## src/rtl/gpio_port_pkg.sv

```systemverilog
// Shared address and type definitions for the GPIO port register block.
// Assumes a one-bit register address space with two registers.
package gpio_port_pkg;
    typedef enum logic {
        REG_DATA = 1'b0,
        REG_DIR  = 1'b1
    } gpio_reg_e;
endpackage

```

## src/rtl/gpio_port_sync.sv

```systemverilog
// Multi-stage synchronizer for the raw pin inputs.
// Assumes pins are asynchronous. The stages carry no reset so that the
// post-reset capture sees settled pin values.
module gpio_port_sync #(
    parameter int WIDTH  = 8,
    parameter int STAGES = 2
) (
    input  logic             clk,
    input  logic [WIDTH-1:0] d,
    output logic [WIDTH-1:0] q
);
    logic [WIDTH-1:0] stg [STAGES];

    // First stage samples the raw pins
    always_ff @(posedge clk) begin
        stg[0] <= d;
    end

    for (genvar s = 1; s < STAGES; s++) begin : g_stage
        // Each further stage re-registers the previous one
        always_ff @(posedge clk) begin
            stg[s] <= stg[s-1];
        end
    end

    assign q = stg[STAGES-1];
endmodule

```

## src/rtl/gpio_port_capture.sv

```systemverilog
// Generates a single-cycle pulse on the DELAY-th clock edge after reset
// is released. Assumes DELAY >= 1. The counter saturates, so the pulse
// fires once per reset release.
module gpio_port_capture #(
    parameter int DELAY = 2
) (
    input  logic clk,
    input  logic rst_n,
    output logic cap_pulse
);
    localparam int CW = $clog2(DELAY + 1);

    logic [CW-1:0] cnt;

    // Count edges after reset release up to DELAY, then hold
    always_ff @(posedge clk) begin
        if (!rst_n)
            cnt <= '0;
        else if (cnt != CW'(DELAY))
            cnt <= cnt + 1'b1;
    end

    assign cap_pulse = rst_n && (cnt == CW'(DELAY - 1));


    capture_once_chk: assert property (@(posedge clk) disable iff (!rst_n)
        cap_pulse |=> !cap_pulse);
endmodule

```

## src/rtl/gpio_port_regs.sv

```systemverilog
// Data and direction register storage. A bus write to the data register
// takes priority over the post-reset pin capture. Assumes the write
// strobes are mutually exclusive.
module gpio_port_regs #(
    parameter int WIDTH = 8
) (
    input  logic             clk,
    input  logic             rst_n,
    input  logic             wr_data,
    input  logic             wr_dir,
    input  logic [WIDTH-1:0] wdata,
    input  logic             cap,
    input  logic [WIDTH-1:0] cap_val,
    output logic [WIDTH-1:0] data_q,
    output logic [WIDTH-1:0] dir_q
);
    // Data register: clear, then bus write over capture
    always_ff @(posedge clk) begin
        if (!rst_n)
            data_q <= '0;
        else if (wr_data)
            data_q <= wdata;
        else if (cap)
            data_q <= cap_val;
    end

    // Direction register: clear, then bus write
    always_ff @(posedge clk) begin
        if (!rst_n)
            dir_q <= '0;
        else if (wr_dir)
            dir_q <= wdata;
    end


    write_wins_chk: assert property (@(posedge clk) disable iff (!rst_n)
        (wr_data && cap) |=> data_q == $past(wdata));


    data_hold_chk: assert property (@(posedge clk) disable iff (!rst_n)
        (!wr_data && !cap) |=> $stable(data_q));
endmodule

```

## src/rtl/gpio_port_reg.sv

```systemverilog
// Top of the 8-bit bus-mapped GPIO port. Decodes bus accesses, builds the
// direction-dependent read value, drives pin outputs and enables, and
// forwards accesses to an external bus in emulation mode. Assumes the low
// IN_ONLY bits are input-only pins.
module gpio_port_reg
    import gpio_port_pkg::*;
#(
    parameter int WIDTH         = 8,
    parameter int IN_ONLY       = 2,
    parameter int SYNC_STAGES   = 2,
    parameter int CAPTURE_DELAY = 2
) (
    input  logic             clk,
    input  logic             rst_n,
    input  logic             bus_sel,
    input  logic             bus_wr,
    input  logic             bus_addr,
    input  logic [WIDTH-1:0] bus_wdata,
    output logic [WIDTH-1:0] bus_rdata,
    input  logic             emu_mode,
    output logic             ext_wr,
    output logic             ext_rd,
    output logic             ext_addr,
    output logic [WIDTH-1:0] ext_wdata,
    input  logic [WIDTH-1:0] ext_rdata,
    input  logic [WIDTH-1:0] pin_in,
    output logic [WIDTH-1:0] pin_out,
    output logic [WIDTH-1:0] pin_oe
);
    logic [WIDTH-1:0] pin_sync;
    logic [WIDTH-1:0] data_q;
    logic [WIDTH-1:0] dir_q;
    logic [WIDTH-1:0] port_view;
    logic [WIDTH-1:0] local_rd;
    logic             cap;
    logic             wr_en;
    logic             rd_en;

    assign wr_en = bus_sel && bus_wr;
    assign rd_en = bus_sel && !bus_wr;

    gpio_port_sync #(.WIDTH(WIDTH), .STAGES(SYNC_STAGES)) u_sync (
        .clk (clk),
        .d   (pin_in),
        .q   (pin_sync)
    );

    gpio_port_capture #(.DELAY(CAPTURE_DELAY)) u_capture (
        .clk       (clk),
        .rst_n     (rst_n),
        .cap_pulse (cap)
    );

    gpio_port_regs #(.WIDTH(WIDTH)) u_regs (
        .clk     (clk),
        .rst_n   (rst_n),
        .wr_data (wr_en && (bus_addr == REG_DATA)),
        .wr_dir  (wr_en && (bus_addr == REG_DIR)),
        .wdata   (bus_wdata),
        .cap     (cap),
        .cap_val (pin_sync),
        .data_q  (data_q),
        .dir_q   (dir_q)
    );

    for (genvar i = 0; i < WIDTH; i++) begin : g_bit
        if (i < IN_ONLY) begin : g_in_only
            assign port_view[i] = pin_sync[i];
            assign pin_out[i]   = 1'b0;
            assign pin_oe[i]    = 1'b0;
        end else begin : g_bidir
            assign port_view[i] = dir_q[i] ? data_q[i] : pin_sync[i];
            assign pin_out[i]   = data_q[i];
            assign pin_oe[i]    = dir_q[i];
        end
    end

    assign local_rd = (bus_addr == REG_DIR) ? dir_q : port_view;

    // Register read data on the strobe edge, from local or external source
    always_ff @(posedge clk) begin
        if (!rst_n)
            bus_rdata <= '0;
        else if (rd_en)
            bus_rdata <= emu_mode ? ext_rdata : local_rd;
    end

    assign ext_wr    = emu_mode && wr_en;
    assign ext_rd    = emu_mode && rd_en;
    assign ext_addr  = bus_addr;
    assign ext_wdata = bus_wdata;


    rdata_hold_chk: assert property (@(posedge clk) disable iff (!rst_n)
        !rd_en |=> $stable(bus_rdata));


    in_only_read_chk: assert property (@(posedge clk) disable iff (!rst_n)
        (rd_en && !emu_mode && bus_addr == REG_DATA)
        |=> bus_rdata[IN_ONLY-1:0] == $past(pin_sync[IN_ONLY-1:0]));


    emu_read_chk: assert property (@(posedge clk) disable iff (!rst_n)
        (rd_en && emu_mode) |=> bus_rdata == $past(ext_rdata));
endmodule

```

## config.mk

```make
export PLATFORM = sky130hd
export DESIGN_NAME = gpio_port_reg
export DESIGN_NICKNAME = d
export VERILOG_FILES = /design/src/rtl/gpio_port_pkg.sv /design/src/rtl/gpio_port_sync.sv /design/src/rtl/gpio_port_capture.sv /design/src/rtl/gpio_port_regs.sv /design/src/rtl/gpio_port_reg.sv
export SDC_FILE = /design/constraint.sdc
export NUM_CORES = 1
export LEC_CHECK = 0
export BUFFER_PORTS_ARGS = -buffer_cell sky130_fd_sc_hd__buf_2
export CAP_MARGIN = 20
export CORE_MARGIN = 2
export CORE_UTILIZATION = 43
export CTS_CLUSTER_DIAMETER = 200
export DETAILED_ROUTE_END_ITERATION = 10
export GPL_TIMING_DRIVEN = 0
export PLACE_DENSITY = 0.74
export SETUP_SLACK_MARGIN = 0.5
export SLEW_MARGIN = 10
export SYNTH_ARGS = -nofsm -noshare
export SYNTH_HDL_FRONTEND = slang
export SYNTH_SLANG_ARGS = --single-unit
```

## constraint.sdc

```tcl
create_clock -name clk -period 1.1 [get_ports clk]
set_input_delay 0 -clock clk [delete_from_list [all_inputs] [get_ports clk]]
set_output_delay 0 -clock clk [all_outputs]
set_load 0.01 [all_outputs]
```

; Word level (Yosys, flattened, before mapping)
; Memories as Yosys holds them, arrays and structs flattened.
; Cells that the tools add are included.
[word_totals]
mem_bits_rw = 16
output_inout_bits = 35
register_bits = 26
input_bits = 30
mem_count = 1
[op_classes]
n_mux = 10
add_sub_neg = 1
n_eq_ne = 2
n_reduce_logical = 9
bitwise = 1
[mem_list]
columns = memory, depth, width, rd, rd_ports_with_merged_regs, write_ports, line_no
row1 = u_sync.stg, 2, 8, 2, 0, 2, gpio_port_sync.sv:12  ; logic [WIDTH-1:0] stg [STAGES];
[ops]
columns = op, count
row1 = $mux 8, 4
row2 = $logic_and 1x1->1, 7
row3 = $mux 1, 6
row4 = $add 2x1->2 const B, 1
row5 = $eq 2x1->1 const B, 1
row6 = $ne 2x2->1 const B, 1
row7 = $reduce_bool 2->1, 1
row8 = $logic_not 1->1, 1
row9 = $not 1->1, 1

; Logic depth before layout (Yosys ltp)
[depth]
ltp_word = 4
mapped_depth = 6

; Modules after synthesis
; From an unflattened synthesis, not the netlist that was laid out.
[unflattened]
cells_unflattened = 176
area_unflattened_um2 = 1850.5
[modules_own_cells]
columns = module, area_per_inst_um2, seq_area_each_um2, instances, cells_per_inst
row1 = gpio_port_regs, 735.7, 320.3, 1, 60
row2 = gpio_port_reg, 619.3, 160.2, 1, 80
row3 = gpio_port_sync, 380.4, 320.3, 1, 24
row4 = gpio_port_capture, 115.1, 40.0, 1, 12

; Worst setup path before layout
; No wires, ideal clock.
[synth_path]
path_kind = reg-to-reg
from = register u_capture.cnt[0]
to = register u_regs.data_q[3]
required_time_ns = 0.984
setup_time_ns = 0.116
path_stages_with_launch = 6
path_slack_ns = -0.030
path_buffers = 1
arrival_time_ns = 1.014
synth_period_minus_slack_ns = 1.130
path_cell_list = dfxtp_1 > ha_1 > buf_2 > mux2i_1 > nand2_1 > o211a_1
[synth_between]
elab_chain_cells = 3
[synth_rtl]
columns = item, line_no
row1 = start: declaration, gpio_port_capture.sv:13  ; logic [CW-1:0] cnt;
row2 = start signal: assignment, gpio_port_capture.sv:20  ; cnt <= cnt + 1'b1;
row3 = $eq 2x1->1, gpio_port_capture.sv:23  ; assign cap_pulse = rst_n && (cnt == CW'(DELAY - 1));
row4 = $logic_and 1x1->1, gpio_port_capture.sv:23
row5 = $reduce_bool 2->1 (no source line), --
row6 = end signal: assignment, gpio_port_regs.sv:22  ; data_q <= wdata;
row7 = end signal: assignment, gpio_port_regs.sv:24  ; data_q <= cap_val;
row8 = end: declaration, gpio_port_regs.sv:14  ; output logic [WIDTH-1:0] data_q,
; No other way between the ends.
; A chain may end at the register's enable or synchronous reset.

; Worst setup path in the final report
; Same ends and word-level chain as after synthesis.

==> summary.md <==
| Metric | Value |
|---|---|
| Status | finished, violations left |
| Failing checks | negative hold slack, negative setup slack |
| Setup violators final | 8 |
| Io pins | 65 |
| Pleak | 0.00128 uW |
| Worst reg2reg setup slack | -0.02 ns |
| Tcrit/Tclk final | 102% |
| Depth of the worst register-to-register path | 5 |
| Final Instance Area | around 0.0026 mm^2 |
| R2r startpoint | u_capture.cnt[0] |
| Top cells by area, synth | dfxtp_1, buf_4, mux2i_1 |
| Hold Path Depth | 3 |
| Die Span X | between 60 and 70 um |
| Worst ir drop on vdd | ~0.96 mV |
| CTS buffer count | 5 |
| Worst min path class | in -> reg |
| WS Path Type | reg -> reg |
| First DRT Iteration DRCs | 71 |
| H-tree Lvls | 2 |
| P&R area growth vs syn | 54.9% |
| Clock Skews | between 0.005 and 0.006 ns |
| GPL Wtd Cong | between 0.7 and 0.8 |
| Worst-path fanout max | 6 |
| Max-Cap Viols | 0 |
| Leading area contributor after synthesis | dfxtp_1 |
| Post-synth cell types | 31 |
| Diode count | 0 |
| Fmax | approximately 900 MHz |
| EDFF count, synth | 0 |
| Clk_lat worst skew | around 0.29 ns |
| Row count | 22 |
| Final Max Tran Viols | 0 |
| Min Tclk post-route | about 1.1 ns |
| Fraction of registers with async set/reset | 0% |
| Nets | about 280 |
| TritonRoute pass-1 iters | 4 |
| Critical path arrival | between 1 and 1.5 ns |
| Crit Reg-Reg Endpoint | u_regs.data_q[3] |
| Starting Density | between 40 and 50% |
| Post-DP HPWL | 2.69 mm |
| Top-count cell post-synth | dfxtp_1 |
| Vias | between 1000 and 1500 |
| DRC viols | 0 |
| Wirelength, routed | 4.21 mm |
| Top cell type's share of synthesized area | about 47% |
| First-pass GRT wire length | around 6.4 mm |
| Die height | between 60 and 70 um |
| Area post-placement | 0.00212 mm^2 |
| Port bufs | 59 |
| Pre-CTS setup slack | -0.0156 ns |
| Pin count of the biggest net entering global routing | 13 |
| Req. time, crit path | between 1 and 1.5 ns |
| Final Hold Viols | 9 |
| Final ANT Viol Nets | 0 |
| RSZ-0062 raised after global routing | yes |
| Hold-fix buffers, CTS | 8 |
| Core footprint | between 0.003 and 0.004 mm^2 |
| CTS Sinks | 40 |
| Most used flip-flop cell after synthesis | dfxtp_1 |
| Worst setup SP type | register |
| Worst-path clk slew | around 0.08 ns |
| Aggregate global routing overflow | 0 |
| Avg Vias per Cell | ~4.8 |
| Layout cells sized above 1 | approximately three fifths |
| Synth Instances | around 160 |
| All-Layer GR Usage | between 10% and 20% |
| Worst setup EP type | register |
| Hold_sp | ext_rdata[5] |
| Synth top cells by count | dfxtp_1, buf_4, mux2i_1, a21oi_1, nand2_1 |
| P per Cell Area | about 1500 mW/mm^2 |
| CTS max path bufs | 2 |
| #FFs+latches synth | 40 |
| Vias in the first global route | 1419 |
| Initial antenna violation count | 0 |
| Hold_ws | -0.0165 ns |
| CTS root buffer | clkbuf_8 |
| Cell area after synthesis | 0.00170 mm^2 |
| Final worst slack | -0.0229 ns |
| YS warnings | 0 |
| Endpoint, Worst Hold | bus_rdata[5] |
| TritonCTS clock tree | done |
| Die area | about 0.0045 mm^2 |
| WL/cell | between 10 and 15 um |
| Syn_area_per_cell | approximately 10 um^2 |
| Sequential cell area fraction in the yosys report | roughly 47% |
cell type report:
type                       instances  area (um^2)
multi-input combinational         96          776
fill                             276         1110
tap                               48         60.1
buffer                            28          262
clock buffer                       7         97.6
timing repair buffer              77          582
sequential                        40          841
clock inverter                     1         5.00
inverter                           3         15.0
metal layers:
layer	part of all wire, %	global-route usage [%]
met1	38	22.0
met2	53	34.1
met5	0	0
met3	6.6	5.07
met4	1.7	8.16
layout by cell type (no fill, tap or decap), types with 2 or more instances in the layout:
cell and n:
clkbuf_1 3, and2_1 2, inv_2 2, o211ai_2 2, mux2_4 2, dlygate4sd3_1 8, dfxtp_2 20, a21oi_1 11
clkbuf_8 5, buf_6 30, mux2i_1 14, buf_8 2, nand2_1 9, o211a_1 6, o21ai_1 12, nor2b_1 8
nand2b_1 2, nor3b_2 5, a21boi_2 2, o21a_1 5, ha_4 2, buf_4 22, dfxtp_4 4, dfxtp_1 16
buf_2 39, conb_1 4
kinds of logic after synthesis:
| family | Yosys count | synth area share (%) |
|---|---|---|
| AO/OA/AOI/OAI | 40 | 16.1 |
| flip-flops | 40 | 47.0 |
| AND/OR/NAND/NOR | 33 | 12.7 |
| buffers and inverters | 31 | 12.4 |
| multiplexers | 16 | 9.55 |
| adder cells (fa/ha/maj) | 2 | 1.47 |
| other | 1 | 0.220 |
| XOR/XNOR | 1 | 0.514 |
power breakdown:
| group | internal, uW | switching (uW) | leakage (uW) |
|---|---|---|---|
| Clock | 581 | 489 | 0.0000534 |
| Sequential | 1610 | 116 | 0.000342 |
| Combinational | 679 | 468 | 0.000888 |
| Total | 2870 | 1070 | 0.00128 |
worst max-delay path, cell delays in order, from the launching register on:
cell and delay (ns):
dfxtp_4 0.39, ha_4 0.14, buf_8 0.12, mux2i_1 0.18
nand2_1 0.06, o211a_1 0.12
sequential cells by signal (all words and copies together) (netlist names):
register / count
u_sync.stg: 16
bus_rdata: 8
u_regs.dir_q: 8
u_regs.data_q: 6
u_capture.cnt: 2
what timing repair did:
action	4_1_cts	5_1_grt
setup endpoints to repair	45	45
resized for setup	61	10
endpoints found under the hold margin	20	6
setup buffers	8	2
pin swaps	13	15
metrics by stage:
stage	total power [uW]	TNS [ns]	hold slack, ns	util, %	instances
global route	4120	-0.464	-0.0196	70.5	300
finish	3940	-0.121	-0.0165	70.5	300
floorplan	2290	0	0.0277	-	167
detailed placement	2550	-0.0381	0.105	56.7	274
global placement	2520	0	0.102	56.7	274
CTS	3850	-0.00889	-0.0342	69.3	298
worst max path at each step:
stage                           from                to  slack, ns  depth (start not counted)
floorplan           u_capture.cnt[0]  u_regs.data_q[2]       0.06                          5
CTS                 u_capture.cnt[1]  u_regs.data_q[7]     -0.005                          6
global route        u_capture.cnt[1]  u_regs.data_q[3]      -0.09                          6
detailed placement  u_capture.cnt[1]  u_regs.data_q[5]      -0.02                          6
global placement    u_capture.cnt[1]  u_regs.data_q[4]      0.006                          6
finish              u_capture.cnt[0]  u_regs.data_q[3]      -0.02                          5
Power figures use the tool's default switching activity.
